File: config.mk
export PLATFORM = sky130hd
export DESIGN_NAME = umem_shadow_dec
export DESIGN_NICKNAME = d
export VERILOG_FILES = /design/src/rtl/umem_shadow_dec.sv
export SDC_FILE = /design/constraint.sdc
export NUM_CORES = 1
export LEC_CHECK = 0
export ABC_AREA = 0
export CAP_MARGIN = 30
export CORE_UTILIZATION = 41
export CTS_BUF_LIST = sky130_fd_sc_hd__clkbuf_8
export CTS_CLUSTER_SIZE = 40
export DETAILED_ROUTE_END_ITERATION = 16
export HOLD_SLACK_MARGIN = 0.02
export PLACE_DENSITY = 0.79
export SYNTH_ARGS = -nofsm -noshare
export SYNTH_HDL_FRONTEND = slang
export SYNTH_SLANG_ARGS = --single-unit
File: constraint.sdc
create_clock -name clk -period 1.7 [get_ports clk]
set_clock_uncertainty 0.1 [all_clocks]
set_input_delay 0.17 -clock clk [delete_from_list [all_inputs] [get_ports clk]]
set_output_delay 0.17 -clock clk [all_outputs]
set_load 0.1 [all_outputs]
File: src/rtl/umem_shadow_dec.sv
module umem_shadow_dec #(
  parameter int LO_SEGS = 8,
  parameter int HI_SEGS = 4
) (
  input  logic                 clk,
  input  logic                 rst_n,
  input  logic                 cfg_seg_we,
  input  logic [LO_SEGS-1:0]   cfg_seg_d,
  input  logic                 cfg_ctl_we,
  input  logic [HI_SEGS+1:0]   cfg_ctl_d,
  input  logic [5:0]           blk_addr,
  input  logic                 is_write,
  output logic                 in_window,
  output logic                 rd_dram,
  output logic                 wr_dram,
  output logic                 bios_rd_shadow,
  output logic                 bios_wr_shadow
);
  localparam int LO_BITS = $clog2(LO_SEGS);
  localparam int HI_BITS = $clog2(HI_SEGS);

  logic [LO_SEGS-1:0] lo_en_q;
  logic [HI_SEGS-1:0] hi_en_q;
  logic               rd_sel_q, wr_sel_q;

  always_ff @(posedge clk or negedge rst_n) begin
    if (!rst_n) begin
      lo_en_q  <= '0;
      hi_en_q  <= '0;
      rd_sel_q <= 1'b0;
      wr_sel_q <= 1'b0;
    end else begin
      if (cfg_seg_we) lo_en_q <= cfg_seg_d;
      if (cfg_ctl_we) begin
        hi_en_q  <= cfg_ctl_d[HI_SEGS-1:0];
        rd_sel_q <= cfg_ctl_d[HI_SEGS];
        wr_sel_q <= cfg_ctl_d[HI_SEGS+1];
      end
    end
  end

  logic [LO_BITS-1:0] lo_idx;
  logic [HI_BITS-1:0] hi_idx;
  logic               upper_half, seg_on, shadowed;

  assign in_window  = &blk_addr[5:4];
  assign upper_half = blk_addr[3];
  assign lo_idx     = blk_addr[2:0];
  assign hi_idx     = blk_addr[2:1];
  assign seg_on     = upper_half ? hi_en_q[hi_idx] : lo_en_q[lo_idx];
  assign shadowed   = in_window & seg_on;

  assign rd_dram        = shadowed & ~is_write & rd_sel_q;
  assign wr_dram        = shadowed &  is_write & wr_sel_q;
  assign bios_rd_shadow = rd_sel_q;
  assign bios_wr_shadow = wr_sel_q;
endmodule

Word-level counts from Yosys, hierarchy flattened
Index checks and enable logic that the tools add are counted.
Word-level totals
  bits of input ports: 25
  output and inout bits: 5
  bits in registers: 14
  logic and storage cells: 18
Operators by class
  $lt $le $gt $ge: 2
  muxes and demuxes: 5
  reductions and logical operators: 1
  bitwise gates (word level): 6
Operators by type and width (count)
  $and A1 B1 Y1: 5
  $lt A3 B4 Y1 const B: 1
  $bmux W1 S3: 1
  $lt A2 B3 Y1 const B: 1
  $mux W1: 3
  $bmux W1 S2: 1
  $reduce_and A2 Y1: 1
  $not A1 Y1: 1

Longest topological paths before layout
Gate-level depths: netlist of the first run.
  word-level depth: 6
  depth in mapped cells: 4
  depth with buffers taken out: 3

Worst setup path after synthesis of the first run
Ideal clock, no wire load.
  path kind: input to output
  from: in blk_addr[4]
  to: out wr_dram
  required time: 1430 ps
  path buffers: 0
  setup slack: -1917 ps
  stages: 3
  data arrival time: 3347 ps
  path through: and2_1 nand3_1 a211oi_1
On the way
  cells in the longest elaborated chain, start to end: 4
Ends and longest elaborated chain
  from (decl): RTL line 11  | input logic [5:0] blk_addr,
  $reduce_and A2 Y1: RTL line 46  | assign in_window = &blk_addr[5:4];
  $and A1 B1 Y1: RTL line 51  | assign shadowed = in_window & seg_on;
  $and A1 B1 Y1 (2 in a row): RTL line 54  | assign wr_dram = shadowed & is_write & wr_sel_q;
  to (decl): RTL line 15  | output logic wr_dram,
Every way passes these cells.

Worst setup path after layout of the first run
  from: reg lo_en_q[7]
  to: out wr_dram
On the way
  cells in the longest elaborated chain, start to end: 6
Ends and longest elaborated chain
  from (decl): RTL line 22  | logic [LO_SEGS-1:0] lo_en_q;
  from (signal assigned): RTL line 33  | if (cfg_seg_we) lo_en_q <= cfg_seg_d;
  $bmux W1 S3: RTL line 50  | assign seg_on = upper_half ? hi_en_q[hi_idx] : lo_en_q[lo_idx];
  $mux W1 (not written as such): RTL line 50
  $mux W1: RTL line 50
  $and A1 B1 Y1: RTL line 51
  $and A1 B1 Y1 (2 in a row): RTL line 54
Every way passes these cells. The select of a mux whose other input is x is not followed.

==> impl_metrics.json, run 1 <==
{
  "rows": 14,
  "vias": 474,
  "post-route-util": 0.733,
  "status": "finished, violations left",
  "synthFlopType": "dfrtp_1",
  "path_clk_slew_ns": 0.06,
  "ys_ff_latch": 14,
  "die_area_sq_mm": 0.00177,
  "grt_usage": 0.167,
  "nets": 105,
  "cts_tree": "yes",
  "holdBufCountCts": 0,
  "grt_start_max_net_pins": 15,
  "holdCritPathClass": "in -> async",
  "slew_headroom": 0.596,
  "place.gp.congestion": 0.741,
  "remaining_drc_errors": 0,
  "num_antenna_cells": 0,
  "ys_seq_area_frac": 0.533,
  "htreeDepth": 1,
  "multi_input_area_sq_um": 307,
  "ys_async_sr_fraction": 1.00,
  "viasPerCell": 4.99,
  "grt-ovfl-total": 0,
  "cts_made_buffers": 3,
  "yosysTopAreaCellShare": 0.533,
  "synth.area.top_cells": "dfrtp_1 (53%), mux2_2 (24%), mux2i_1 (6.1%), mux4_1 (4.0%), mux4_2 (3.4%)",
  "p_per_area_mw_per_mm2": 820,
  "antenna_found_initial": 0,
  "pre_cts_ws_ns": -0.531,
  "synthCells": 44,
  "fmax_mhz": 514,
  "cp.arrival_ns": 1.67,
  "area_growth_pct": 68.0,
  "max-cap-violations": 0,
  "violations": "setup timing",
  "syn-num-nets": 69,
  "grt_pass1_wl_mm": 2.19,
  "peakVddDrop_mv": 0.681,
  "ys_types": 13,
  "ys_top_cells_by_count": "dfrtp_1 (14), mux2_2 (14), mux2i_1 (4), a211oi_1 (2), clkbuf_1 (2)",
  "rsz0062_at_grt": "yes",
  "core_region_area_sq_mm": 0.00151,
  "finalHoldViolCount": 0,
  "drv_slew": 0,
  "drt_iter0_drc": 2,
  "period_minus_slack_ns": 1.94,
  "setup_viol": 2,
  "clock_latency_ns": 0.24,
  "cp-start-kind": "flip-flop",
  "path_class": "reg -> out",
  "worstMarginPinSlew_ns": 0.604,
  "critical_path.max_fanout": 2,
  "final-seq-area_sq_um": 353,
  "synth_area_sq_um": 657,
  "timing.hold.ws_ns": 0.211,
  "avgRoutedWirePerCell_um": 12.6,
  "io_pins": 30,
  "cts_root_buf": "clkbuf_8",
  "endpoint_kind": "primary output",
  "p_leak_nw": 0.461,
  "synth_edf_count": 0,
  "fill_cells": 100,
  "fp.dieH_um": 42.0,
  "clock_sinks": 14,
  "grt_pass1_vias": 493,
  "ant_nets": 0,
  "ys_warn_count": 0,
  "post-route-period-util": 1.14,
  "required_ns": 1.43,
  "first_pass_iters": 2,
  "synth_top_area_cell": "dfrtp_1",
  "wirelength_mm": 1.20,
  "clk_path_buf_depth": 2,
  "synth_area_per_cell_sq_um": 14.9,
  "worst_slack_ns": -0.244,
  "die_w_um": 42.0,
  "port_buffers": 29,
  "start_util": 0.436,
  "drive_above_1_share": 0.430
}
-- registers in the layout, indices dropped and copies added, names as in the netlist --
name,count
bios_rd_shadow,1
bios_wr_shadow,1
hi_en_q,4
lo_en_q,8
-- cells in the final DEF, fill, tap and decap left out --
cell             count
mux2_2              14
mux4_2               2
mux2i_1              4
clkbuf_8             3
nor2_1               1
nand3_1              1
dfrtp_1             12
clkdlybuf4s50_1     22
nand3b_1             1
buf_12               5
a211oi_4             2
buf_4                5
and2_2               1
inv_1                2
dlygate4sd2_1        2
dfrtp_2              2
-- kinds of logic after synthesis --
logic type / count (synthesis) / share of synthesized area
buffers and inverters: 4 / 0.0343
AOI/OAI and AO/OA: 2 / 0.0229
muxes: 20 / 0.375
DFF: 14 / 0.533
and+or+nand+nor: 4 / 0.0343
-- per-stage QoR --
| stage | instance area [sq um] | total power [mW] | cells | setup TNS (ns) |
|---|---|---|---|---|
| 6_report | 1100 | 0.905 | 95 | -0.488 |
| 5_1_grt | 1100 | 0.948 | 95 | -0.632 |
| 4_1_cts | 1100 | 0.916 | 95 | -0.484 |
| 3_5_place_dp | 1050 | 0.637 | 89 | -1.06 |
| 3_3_place_gp | 1050 | 0.632 | 89 | -0.991 |
| 2_1_floorplan | 689 | 0.524 | 44 | -0.803 |
-- routing by layer --
metal	up-vias	GRT usage	wire [um]	part of all wire
met2	20	0.259	574	0.48
met1	225	0.223	528	0.44
met3	2	0.0431	83	0.069
met5	-	0	0	0
li1	227	-	-	-
met4	0	0.0750	11	0.0092
-- where the power goes --
part	internal, mW	switching [mW]	total (mW)
clock	0.159	0.111	0.270
combinational	0.137	0.108	0.246
sequential	0.368	0.0215	0.389
total	0.665	0.241	0.905
-- path summary, 6_finish.rpt --
path	startpoint	endpoint	slack (ns)	depth (start not counted)
min in group clk	lo_en_q[4]$_DFFE_PN0P_	lo_en_q[4]$_DFFE_PN0P_	0.41	1
max in group asynchronous	rst_n	bios_wr_shadow$_DFFE_PN0P_	0.86	1
min	rst_n	lo_en_q[2]$_DFFE_PN0P_	0.21	1
min reg2reg	lo_en_q[4]$_DFFE_PN0P_	lo_en_q[4]$_DFFE_PN0P_	0.41	1
max reg2reg	lo_en_q[7]$_DFFE_PN0P_	lo_en_q[7]$_DFFE_PN0P_	0.73	2
max	lo_en_q[7]$_DFFE_PN0P_	wr_dram	-0.24	4
-- final cells by class --
type	instances	share of cell area
timing repair buffer	34	0.340
sequential	14	0.320
multi-input combinational	26	0.278
clock buffer	3	0.0374
tap	16	0.0181
clock inverter	1	0.00340
inverter	1	0.00340
-- worst max-delay path, stage by stage, from the launching register on --
cell and delay (ns):
dfrtp_1 0.35, mux2i_1 0.07, mux4_2 0.54, a211oi_4 0.26
buf_12 0.21
-- repair_timing --
item | CTS | global route
cloned | 0 | 0
setup endpoints to repair | 2 | 2
resized for setup | 3 | 0
buffers inserted | 2 | 0
endpoints found under the hold margin | 0 | 0
pin swaps | 2 | 0
Power figures use the tool's default switching activity.
==> inputs of run 2 (changes only) <==
- SETUP_SLACK_MARGIN: not set -> 0.5
- clock period: 1.7 -> 1.8 ns (I/O delays scaled with it)
==> run 2 against run 1 <==
Worst setup slack improved by 0.087 ns; wire length increased by 1.9%; flip-flop and latch count unchanged; critical path type unchanged; count of clock-buffer cells in the layout unchanged; clock power decreased by 3%; utilization decreased by 2.7 points; die area unchanged; largest power group unchanged; the run still ends with setup timing left; worst hold slack improved by 0.0031 ns.
==> impl_metrics.json, run 2 (same netlist as run 1, synthesis figures left out) <==
{
  "post_cts_buffers": 0,
  "num_antenna_cells": 0,
  "fin_tns_setup_ns": -0.305,
  "endpoint_kind": "primary output",
  "wirelength_mm": 1.22,
  "slew_headroom": 0.599,
  "critical_path.max_fanout": 2,
  "cts_tree": "yes",
  "nets": 103,
  "die_w_um": 42.0,
  "peakVddDrop_mv": 0.544,
  "vias": 475,
  "status": "finished, violations left",
  "core_region_area_sq_mm": 0.00151,
  "post-route-period-util": 1.09,
  "worst_slack_ns": -0.157,
  "reg_top3": "lo_en_q: 8 flops, hi_en_q: 4 flops",
  "layout_common_cells": "clkdlybuf4s50_1 (22), mux2_2 (14), dfrtp_1 (12)",
  "viasPerCell": 5.11,
  "p_leak_nw": 0.442,
  "setup_viol": 2,
  "dpl_cell_area_sq_mm": 0.00102,
  "p_per_area_mw_per_mm2": 790,
  "period_minus_slack_ns": 1.96,
  "clk_path_buf_depth": 2,
  "holdCritPathClass": "in -> async",
  "ant_nets": 0,
  "hpwl_mm": 1.01,
  "fmax_mhz": 511,
  "fill_cells": 108,
  "grt_pass1_wl_mm": 2.13,
  "avgRoutedWirePerCell_um": 13.1,
  "cts_root_buf": "clkbuf_8",
  "path_class": "reg -> out",
  "io_pins": 30,
  "remaining_drc_errors": 0,
  "multi_input_area_sq_um": 307,
  "clock_sinks": 14,
  "grt-ovfl-total": 0,
  "rows": 14,
  "first_pass_iters": 1,
  "final_area_sq_mm": 0.00106,
  "htreeDepth": 1,
  "drive_above_1_share": 0.416,
  "required_ns": 1.52,
  "cts_made_buffers": 3,
  "final_common_cell": "clkdlybuf4s50_1",
  "timing.hold.ws_ns": 0.214,
  "cp.arrival_ns": 1.68,
  "area_growth_pct": 61.9,
  "regMostFlops": "lo_en_q",
  "clock_latency_ns": 0.24,
  "rsz0062_at_grt": "yes",
  "path_clk_slew_ns": 0.06,
  "cp-start-kind": "flip-flop",
  "pre_cts_ws_ns": -0.461,
  "max-cap-violations": 0,
  "violations": "setup timing",
  "final-seq-area_sq_um": 353,
  "start_util": 0.436,
  "grt_pass1_vias": 503,
  "worstMarginPinSlew_ns": 0.599,
  "finalHoldViolCount": 0,
  "drt_iter0_drc": 0,
  "die_area_sq_mm": 0.00177,
  "grt_usage": 0.165,
  "grt_start_max_net_pins": 15,
  "drv_slew": 0,
  "largest_register_ffs": 8,
  "fp.dieH_um": 42.0,
  "port_buffers": 29,
  "antenna_found_initial": 0,
  "place.gp.congestion": 0.711
}
==> run 2: cell count changes in the layout (fill, tap and decap cells not counted) <==
cell,previous run,this run
buf_12,5,3
==> run 2: metal layers <==
| layer | share of wire | track usage | up-vias |
|---|---|---|---|
| li1 | - | - | 224 |
| met1 | 0.41 | 0.211 | 229 |
| met2 | 0.51 | 0.259 | 20 |
| met3 | 0.066 | 0.0345 | 2 |
| met4 | 0.0082 | 0.0938 | 0 |
| met5 | 0 | 0 | - |
==> run 2: through the flow <==
stage	std cells	power (mW)	utilization
after floorplan	44	0.495	-
after global placement	89	0.583	0.680
after detailed placement	89	0.589	0.680
after CTS	93	0.848	0.706
after global routing	93	0.878	0.706
final	93	0.840	0.706
==> run 2: final timing paths <==
check	cells past startpoint	slack, ns	end	start
setup / recovery	4	-0.16	rd_dram	lo_en_q[3]$_DFFE_PN0P_
hold / removal	1	0.21	lo_en_q[7]$_DFFE_PN0P_	rst_n
setup reg to reg	1	0.91	bios_rd_shadow$_DFFE_PN0P_	bios_rd_shadow$_DFFE_PN0P_
hold reg to reg	1	0.40	lo_en_q[4]$_DFFE_PN0P_	lo_en_q[4]$_DFFE_PN0P_
max in group asynchronous	1	0.96	bios_rd_shadow$_DFFE_PN0P_	rst_n
min in group clk	1	0.40	lo_en_q[4]$_DFFE_PN0P_	lo_en_q[4]$_DFFE_PN0P_
==> run 2: area by class of cell <==
class / count / area share
inverter: 1 / 0.00353
clock buffer: 3 / 0.0388
clock inverter: 1 / 0.00353
tap: 16 / 0.0188
sequential: 14 / 0.332
timing repair buffer: 32 / 0.315
multi-input combinational: 26 / 0.288
==> run 2: where the power goes <==
part | switching (mW) | internal, mW
Sequential | 0.0169 | 0.347
Combinational | 0.102 | 0.113
Clock | 0.110 | 0.151
==> run 2: critical path: stages, from the launching register on <==
cell and delay [ns]:
dfrtp_1 0.34, mux2i_1 0.07, mux4_2 0.54, a211oi_4 0.27, buf_12 0.21
==> run 2: repair_timing <==
item | CTS | global route
setup endpoints to repair | 2 | 2
pin swaps | 2 | 0
gates resized for setup | 3 | 0
hold buffers | 0 | 0
